<file path="config.mk">
export PLATFORM = sky130hd
export DESIGN_NAME = serial_motif_detector
export DESIGN_NICKNAME = d
export VERILOG_FILES = /design/src/rtl/mdet_pkg.sv /design/src/rtl/mdet_next.sv /design/src/rtl/mdet_state_reg.sv /design/src/rtl/serial_motif_detector.sv
export SDC_FILE = /design/constraint.sdc
export NUM_CORES = 1
export LEC_CHECK = 0
export ABC_AREA = 1
export CORE_AREA = 2 2 39 41
export DETAILED_ROUTE_END_ITERATION = 7
export DIE_AREA = 0 0 41 43
export DONT_BUFFER_PORTS = 1
export GPL_ROUTABILITY_DRIVEN = 0
export SLEW_MARGIN = 20
export SYNTH_ARGS = -nofsm -noshare
export SYNTH_HDL_FRONTEND = slang
export SYNTH_SLANG_ARGS = --single-unit
</file>
<file path="constraint.sdc">
create_clock -name clk -period 2.1 [get_ports clk]
set_input_delay 0.42 -clock clk [delete_from_list [all_inputs] [get_ports clk]]
set_output_delay 0.42 -clock clk [all_outputs]
set_load 0.02 [all_outputs]
</file>
<file path="src/rtl/mdet_pkg.sv">
package mdet_pkg;

  localparam int STATE_W = 3;

  typedef enum logic [STATE_W-1:0] {
    ST_NONE  = 3'd0,
    ST_P0    = 3'd1,
    ST_P01   = 3'd2,
    ST_P011  = 3'd3,
    ST_P0110 = 3'd4,
    ST_MATCH = 3'd5
  } mdet_state_e;

  // Prefix progress after one more bit.
  function automatic mdet_state_e step_state(mdet_state_e s, logic b);
    mdet_state_e n;
    case (s)
      ST_NONE:  n = b ? ST_NONE  : ST_P0;
      ST_P0:    n = b ? ST_P01   : ST_P0;
      ST_P01:   n = b ? ST_P011  : ST_P0;
      ST_P011:  n = b ? ST_NONE  : ST_P0110;
      ST_P0110: n = b ? ST_MATCH : ST_P0;
      ST_MATCH: n = b ? ST_P011  : ST_P0;
      default:  n = ST_NONE;
    endcase
    return n;
  endfunction

  // Completion of the pattern by the live bit.
  function automatic logic completes(mdet_state_e s, logic b);
    return (s == ST_P0110) && b;
  endfunction

endpackage

</file>
<file path="src/rtl/mdet_next.sv">
module mdet_next
  import mdet_pkg::*;
(
  input  mdet_state_e cur,
  input  logic        bit_in,
  output mdet_state_e nxt,
  output logic        done
);

  always_comb begin
    nxt  = step_state(cur, bit_in);
    done = completes(cur, bit_in);
  end

endmodule

</file>
<file path="src/rtl/mdet_state_reg.sv">
module mdet_state_reg #(
  parameter int                W       = 3,
  parameter logic [W-1:0]      RST_VAL = '0,
  parameter bit                USE_TFF = 1'b1
) (
  input  logic         clk,
  input  logic         rst,
  input  logic [W-1:0] d,
  output logic [W-1:0] q
);

  generate
    if (USE_TFF) begin : g_toggle
      logic [W-1:0] tq;
      logic [W-1:0] tgl;
      assign tgl = tq ^ d;
      always_ff @(posedge clk) begin
        if (rst) tq <= RST_VAL;
        else     tq <= tq ^ tgl;
      end
      assign q = tq;
    end else begin : g_direct
      logic [W-1:0] dq;
      always_ff @(posedge clk) begin
        if (rst) dq <= RST_VAL;
        else     dq <= d;
      end
      assign q = dq;
    end
  endgenerate

endmodule

</file>
<file path="src/rtl/serial_motif_detector.sv">
module serial_motif_detector
  import mdet_pkg::*;
#(
  parameter bit USE_TFF = 1'b1
) (
  input  logic clk,
  input  logic rst,
  input  logic din,
  output logic hit
);

  mdet_state_e                 state_q;
  mdet_state_e                 state_d;
  logic [STATE_W-1:0]          state_bits;
  logic                        match_evt;

  mdet_next u_next (
    .cur    (state_q),
    .bit_in (din),
    .nxt    (state_d),
    .done   (match_evt)
  );

  mdet_state_reg #(
    .W       (STATE_W),
    .RST_VAL (ST_NONE),
    .USE_TFF (USE_TFF)
  ) u_sreg (
    .clk (clk),
    .rst (rst),
    .d   (state_d),
    .q   (state_bits)
  );

  assign state_q = mdet_state_e'(state_bits);

  // Reset has priority over a completion in the same cycle.
  assign hit = match_evt & ~rst;

endmodule

</file>
==> metrics.txt, run 1 <==
status finished clean; Leak 0.0856 nW; pre-CTS setup slack 881 ps; WHS Path Cells 1; WHS Endpoint u_sreg.q[0]; die span in y 43 um; ANT cells 0; Starting Density 10.4%; CP Buf/Inv Count 1; layout net count 28; post-synthesis sequential area ratio 41.7%; TritonCTS clock tree built; Setup TNS Final 0 ps; CP Max Fanout 4; I/O pins 4; Final Hold Fails 0; total wire length 256 um; total clock sinks 3; Final setup viols 0; Fmax 0.738 GHz; dpl hpwl 211 um; R2R depth 3; Max-cap violations 0; vias in the first global route 119; 1st-pass router iterations 2; GR Util All Layers 3.81%; Setup Skew 1.48 ps; Max Slew Vio Count 0; CTS Buf Count 3; DR WL/cell 6.40 um; initial antenna violation count 0; CP arrival 930 ps; first-pass GRT wire length 324 um; Die Area 1760 sq um; Worst setup SP type register; post-cts sizing count 0; clk slew on worst S/H paths 40 ps; Starting DRT DRC Count 2; later-pin clock latency in the skew report 230 ps; Final ANT Viol Nets 0; leading cell type in the layout, fill and taps excluded nand2_1; critical path's slowest cell dfxtp_1; Vias/cell 3.10; max reg flops 3; Cell variety after synth 8; cts hold-fix bufs 0; WS Path Type reg2out; Final Cycle Share 64.5%; Required @ worst endpoint 1680 ps; RSZ-0062 raised after global routing no; r2r endpoint u_sreg.q[0]; CP max stage delay 330 ps; crit path cell chain nor2_1 > nand4_1 > inv_1; Worst R2R Setup Slack 1380 ps; Area Overhead vs Synth 32.2%; Yosys reg bits 3; fin worst setup slack 746 ps; Yosys warnings 0; hold crit path type in2reg; H-tree levels 1; endpoint type of the worst setup path output port; Die X 41 um; commonest cells after routing, fill and taps aside nand2_1 (5), inv_1 (4), clkbuf_4 (3), dfxtp_1 (3); relative slew slack 88.2%; Final min period 1350 ps; CTS root buffer clkbuf_4; cells after synthesis 20; global route overflow 0; synthesized area 144 sq um; Port Buf Inserts 0; Setup Buffers After CTS 0; r2r startpoint u_sreg.q[2]; via count 124; syn_nets 23; largest net degree at the start of global routing 5; DR DRC count 0; hold_sp rst; syn_area_per_cell 7.19 sq um; Power Density 890 nW/um^2; Worst IR Drop VDD 0.0980 mV; floorplan row count 14; Worst Tran Pin Value 177 ps; Max Root-Sink Buffers 2; Crit path max-delay family flip-flops; core footprint 1380 sq um; layout cell share with drive strength beyond 1 29.2%
worst max path at each step:
stage	cells past startpoint	start	to
finish	3	u_sreg.q[0]	hit
global route	3	u_sreg.q[0]	hit
CTS	3	u_sreg.q[0]	hit
detailed placement	3	rst	hit
global placement	3	rst	hit
floorplan	3	rst	hit
layout make-up:
type	count	area [sq um]
Fill cell	163	1190
Multi-Input combinational cell	13	68.8
Inverter	4	15.0
Sequential cell	3	60.1
Tap cell	16	20.0
Clock buffer	4	26.3
worst register-to-register path, cell delays in order, from the launching register on:
cell	delay, ps
dfxtp_1	330
nor2_2	130
nand2_2	70
a21oi_2	130
stage by stage:
step / std cells / power (mW) / hold slack, ps / instance area (sq um) / utilization, %
floorplan: 20 / 0.0707 / 482 / 144 / -
global placement: 36 / 0.0719 / 488 / 164 / 11.8
detailed placement: 36 / 0.0723 / 488 / 164 / 11.8
CTS: 40 / 0.177 / 240 / 190 / 13.7
global route: 40 / 0.179 / 243 / 190 / 13.7
finish: 40 / 0.169 / 251 / 190 / 13.7
logic make-up (layout without fill, tap and decap cells):
family	Yosys count	count (layout)	synth area share, %
and+or+nand+nor	11	11	35.7
buffers and inverters	4	8	10.4
AOI/OAI and AO/OA	2	2	12.2
DFF	3	3	41.7
power breakdown:
| part | switching (mW) | internal, mW |
|---|---|---|
| sequential | 0.00247 | 0.0596 |
| combinational | 0.00524 | 0.00397 |
| clock | 0.0270 | 0.0710 |
layer usage:
layer,vias to the layer above,share of wire (%),global-route usage [%]
li1,69,-,-
met1,52,34,1.28
met2,3,52,5.00
met3,0,13,4.71
met4,0,0,6.00
met5,-,0,0
Yosys cell counts (all sizes together):
cell type	number	area [sq um]
nand4	2	12.5
inv	4	15.0
dfxtp	3	60.1
nor2	3	13.8
a21oi	2	17.5
nand2	6	25.0
Note: power is estimated with default switching activity, not from simulation.
==> run 2, diff against run 1 <==
--- a/config.mk
+++ b/config.mk
@@ -5,7 +5,7 @@
 export SDC_FILE = /design/constraint.sdc
 export NUM_CORES = 1
 export LEC_CHECK = 0
-export ABC_AREA = 1
+export ABC_AREA = 0
 export CORE_AREA = 2 2 39 41
 export DETAILED_ROUTE_END_ITERATION = 7
 export DIE_AREA = 0 0 41 43
==> constraint.sdc (replaced) <==
create_clock -name clk -period 1.1 [get_ports clk]
set_input_delay 0.22 -clock clk [delete_from_list [all_inputs] [get_ports clk]]
set_output_delay 0.22 -clock clk [all_outputs]
set_load 0.02 [all_outputs]
==> run 2 against run 1 <==
Compared with the run above: the run now ends with setup timing left; largest cell class unchanged; critical path type unchanged; clock skew shrank 1.1 ps; register-to-register slack worse by 1300 ps; die area stayed put; worst setup slack got worse by 820 ps; sequential power up 92%; synthesized area decreased by 7.0%.
==> metrics.txt, run 2 <==
RSZ-0062 raised after global routing yes; Required @ worst endpoint 880 ps; cells after synthesis 16; layout net count 26; Synth Flop Type dfxtp_1; top cell type's share of synthesized area 44.9%; fillers 156; hold_sp rst; combinational fraction of design power 6.1%; Crit path max-delay family simple AND/OR/NAND/NOR gates; Setup Skew 0.336 ps; Final setup viols 1; vias in the first global route 130; Yosys warnings 0; Starting Density 9.67%; Area Overhead vs Synth 60.7%; CP Max Fanout 2; Post-Layout Inst Area 215 sq um; Int Pwr 260 uW; crit path cell chain nor4_4; Max Slew Vio Count 0; Starting DRT DRC Count 1; endpoint type of the worst setup path output port; WS Path Type reg2out; hold crit path type in2reg; final core occ 15.6%; layout cell share with drive strength beyond 1 40.9%; ANT cells 0; DR DRC count 0; CTS Buf Count 3; synth cell count leaders dfxtp_1 (3), nor2_1 (3), a21oi_1 (2), nand2b_1 (2); Yosys reg bits 3; DR WL/cell 8.11 um; critical path's slowest cell nor4_4; Yosys top cell by area dfxtp_1; CP max stage delay 390 ps; Setup TNS Final -76.3 ps; met1 track demand over resource 3.21%; relative slew slack 75.2%; switching share of power 20.5%; CTS root buffer clkbuf_4; Power Density 1520 nW/um^2; first-pass GRT wire length 469 um; synthesized area 134 sq um; status complete, but fails checks; syn_nets 19; Final Cycle Share 107%; Worst setup SP type register; r2r startpoint u_sreg.q[0]; commonest cells after routing, fill and taps aside nor2_1 (3), clkbuf_4 (3), nand2b_1 (2), a21oi_1 (2), buf_4 (2); total clock sinks 3; failing checks setup timing; Fmax 0.850 GHz; Worst Tran Pin Value 369 ps; floorplan row count 14; Worst IR Drop VDD 0.228 mV; core footprint 1380 sq um; die span in y 43 um; clk slew on worst S/H paths 40 ps; max reg flops 3; 1st-pass router iterations 2; FFs w/ async S/R, synth 0%; GR Util met2 5.94%; Die Area 1760 sq um; initial antenna violation count 0; Vias/cell 3.37; later-pin clock latency in the skew report 230 ps; clock group share of total power 57.5%; Flop pwr share 36.4%; CP Buf/Inv Count 0; Final ANT Viol Nets 0; top post-synthesis cells by area dfxtp_1 (45%), and4bb_2 (9.3%), nand2b_1 (9.3%); Max Root-Sink Buffers 2; Final Hold Fails 0; CP arrival 960 ps; via count 128; post-synthesis sequential area ratio 44.9%; TritonCTS clock tree built; grt met3 use 6.28%; Max-cap violations 0; Cell variety after synth 10; fin worst setup slack -76.3 ps; Port Buf Inserts 0; I/O pins 4; Leak 0.0764 nW; Final min period 1180 ps; global route overflow 0; H-tree levels 1; GR Util All Layers 5.02%; DP Area 176 sq um; number of synthesized flops with an enable pin 0; Die X 41 um; largest net degree at the start of global routing 7; NetSw 67.0 uW; critical path launch point u_sreg.q[0]; layer with the highest usage met3; syn_area_per_cell 8.37 sq um; total wire length 308 um
==> run 2: cell families after synthesis <==
kind of cell	Yosys count	synth area share [%]
simple gates	8	34.6
compound gates	4	17.8
flops	3	44.9
buf+inv	1	2.80
==> run 2: worst paths after layout <==
kind,end,slack (ps),cells past startpoint
max,hit,-80,1
min,u_sreg.q[0],50,1
max reg2reg,u_sreg.q[2],100,4
min reg2reg,u_sreg.q[0],540,2
==> run 2: stage by stage <==
stage               power, mW  hold WS [ps]  instances  setup slack, ps
global route            0.356          41.2         38             -138
CTS                     0.340          39.2         38            -94.9
floorplan               0.134           289         16             68.7
detailed placement      0.137           295         33             82.7
global placement        0.136           294         33             86.6
finish                  0.327          49.6         38            -76.3
==> run 2: per-layer routing <==
metal / share of wire, % / wire length, um / vias to the layer above
li1: - / - / 69
met2: 49 / 150 / 3
met3: 11 / 34 / 0
met4: 0 / 0 / 0
met5: 0 / 0 / -
met1: 40 / 123 / 56
==> run 2: area by class of cell <==
class                           instances  area [sq um]  share of cell area, %
Sequential cell                         3          65.1                   30.2
Timing Repair Buffer                    2          15.0                   6.98
Clock buffer                            4          26.3                   12.2
Tap cell                               16          20.0                   9.30
Inverter                                1          3.75                   1.74
Multi-Input combinational cell         12          85.1                   39.5
==> run 2: timing repair <==
item / 4_1_cts / 5_1_grt
gates resized for setup: 3 / 0
hold buffers: 0 / 0
buffers inserted: 1 / 0
gates cloned: 0 / 0
endpoints found under the setup margin: 1 / 1
pin swaps: 1 / 0
==> run 2: power by group through the flow <==
| stage | clock network (mW) | logic (mW) | registers, mW |
|---|---|---|---|
| after floorplan | 0 | 0.0128 | 0.121 |
| after global placement | 0 | 0.0141 | 0.122 |
| after detailed placement | 0 | 0.0145 | 0.123 |
| after CTS | 0.201 | 0.0201 | 0.119 |
| after global routing | 0.214 | 0.0225 | 0.120 |
| final | 0.188 | 0.0200 | 0.119 |
==> run 3, diff against run 2 <==
--- a/config.mk
+++ b/config.mk
@@ -7,6 +7,7 @@
 export LEC_CHECK = 0
 export ABC_AREA = 0
 export CORE_AREA = 2 2 39 41
+export CTS_CLUSTER_DIAMETER = 60
 export DETAILED_ROUTE_END_ITERATION = 7
 export DIE_AREA = 0 0 41 43
 export DONT_BUFFER_PORTS = 1
==> constraint.sdc (replaced) <==
create_clock -name clk -period 1.2 [get_ports clk]
set_input_delay 0.12 -clock clk [delete_from_list [all_inputs] [get_ports clk]]
set_output_delay 0.12 -clock clk [all_outputs]
set_load 0.02 [all_outputs]
==> run 3 against run 2 <==
Compared with the run above: the run now ends clean; worst setup slack better by 170 ps; global-route usage down 0.10 points; count of clock-buffer cells in the layout unchanged; die area unchanged; sequential share of layout area down 0.35 points; total power down 9.4%; final area down 4.7%; routed wire length down 12%; register-to-register slack better by 210 ps; flip-flop and latch count unchanged; via count up 1.6%; first-iteration DRC count down 100%; critical endpoint unchanged.
==> metrics.txt, run 3 (synthesis gave the netlist of run 2 again) <==
Final Cycle Share 92.1%; total wire length 272 um; ANT cells 0; switching share of power 19.9%; commonest cells after routing, fill and taps aside nor2_1 (3), clkbuf_4 (3), nand2b_1 (2), a21oi_1 (2), dfxtp_1 (2); WS Path Type reg2out; hold crit path type in2reg; Fmax 0.905 GHz; Vias/cell 3.42; status finished clean; clk slew on worst S/H paths 40 ps; Die X 41 um; Leak 0.0747 nW; Crit path max-delay family flip-flops; Required @ worst endpoint 1080 ps; Area Overhead vs Synth 53.3%; CTS Buf Count 3; Flop pwr share 36.9%; CP max stage delay 340 ps; Final setup viols 0; NetSw 58.9 uW; Setup Skew 0.491 ps; first-pass GRT wire length 503 um; fillers 151; Worst IR Drop VDD 0.267 mV; TritonCTS clock tree built; total clock sinks 3; Post-Layout Inst Area 205 sq um; Die Area 1760 sq um; r2r startpoint u_sreg.q[1]; RSZ-0062 raised after global routing no; Final Hold Fails 0; critical path's slowest cell dfxtp_1; CP arrival 980 ps; relative slew slack 87.7%; crit path cell chain nor4_2 > buf_4; Power Density 1440 nW/um^2; via count 130; Worst Tran Pin Value 184 ps; DR WL/cell 7.16 um; CP Buf/Inv Count 1; Max Slew Vio Count 0; global route overflow 0; I/O pins 4; floorplan row count 14; Final ANT Viol Nets 0; combinational fraction of design power 5.1%; layout cell share with drive strength beyond 1 31.8%; CP Max Fanout 5; CTS root buffer clkbuf_4; Setup TNS Final 0 ps; endpoint type of the worst setup path output port; initial antenna violation count 0; hold_sp din; vias in the first global route 156; GR Util All Layers 4.91%; Starting DRT DRC Count 0; layout net count 26; DR DRC count 0; Final min period 1100 ps; Port Buf Inserts 0; Worst setup SP type register; largest net degree at the start of global routing 7; die span in y 43 um; Max-cap violations 0; critical path launch point u_sreg.q[0]; later-pin clock latency in the skew report 230 ps; Int Pwr 238 uW; DP Area 168 sq um; 1st-pass router iterations 1; core footprint 1380 sq um; max reg flops 3; dpl hpwl 201 um; clock group share of total power 58.0%; Max Root-Sink Buffers 2; H-tree levels 1; Fin Hold WS 56.5 ps; Starting Density 9.67%
-- run 3: cell count changes in the layout (fill, tap and decap cells not counted) --
cell           change
dlygate4sd3_1      +1
buf_4              -1
dfxtp_4            -1
nor4_2             +1
dfxtp_1            +1
nor4_4             -1
-- run 3: path summary, 6_finish.rpt --
kind                       to  slack [ps]  cells past startpoint
setup / recovery          hit         100                      2
hold / removal    u_sreg.q[2]          60                      2
setup reg to reg  u_sreg.q[2]         310                      3
hold reg to reg   u_sreg.q[2]         520                      2
-- run 3: layer usage --
| layer | track usage, % | routed length, um | up-vias |
|---|---|---|---|
| met2 | 6.56 | 157 | 2 |
| met1 | 3.21 | 92 | 61 |
| met4 | 8.00 | 0 | 0 |
| met3 | 3.14 | 22 | 0 |
| li1 | - | - | 67 |
| met5 | 0 | 0 | - |
-- run 3: layout make-up --
class | count | area [sq um] | share of cell area, %
flip-flops and latches | 3 | 61.3 | 29.9
multi-input cells | 12 | 76.3 | 37.2
clock buffers | 4 | 26.3 | 12.8
inverters | 1 | 3.75 | 1.83
repair buffers | 2 | 17.5 | 8.54
well taps | 16 | 20.0 | 9.76
-- run 3: what timing repair did --
action,4_1_cts,5_1_grt
pin swaps,0,1
setup buffers,0,0
hold endpoints to repair,2,0
hold buffers,1,0
endpoints found under the setup margin,1,1
gates resized for setup,1,0
cloned,0,0
-- run 3: worst register-to-register path: stages (launching register included) --
cell      delay (ps)
dfxtp_1          340
and4bb_2         240
a31oi_1          140
nor2_1            50
-- run 3: stage by stage --
stage / cells / power, mW / util (%) / worst slack, ps
after floorplan: 16 / 0.121 / - / 172
after global placement: 33 / 0.122 / 12.1 / 241
after detailed placement: 33 / 0.123 / 12.1 / 230
after CTS: 38 / 0.307 / 14.8 / 16.7
after global routing: 38 / 0.314 / 14.8 / 31.1
final: 38 / 0.296 / 14.8 / 95.1
-- run 3: power by group through the flow --
stage / Combinational [mW] / Clock, mW / Sequential, mW
after floorplan: 0.0108 / 0 / 0.110
after global routing: 0.0170 / 0.186 / 0.110
final: 0.0150 / 0.172 / 0.110
after detailed placement: 0.0120 / 0 / 0.111
after CTS: 0.0153 / 0.182 / 0.109
after global placement: 0.0117 / 0 / 0.111
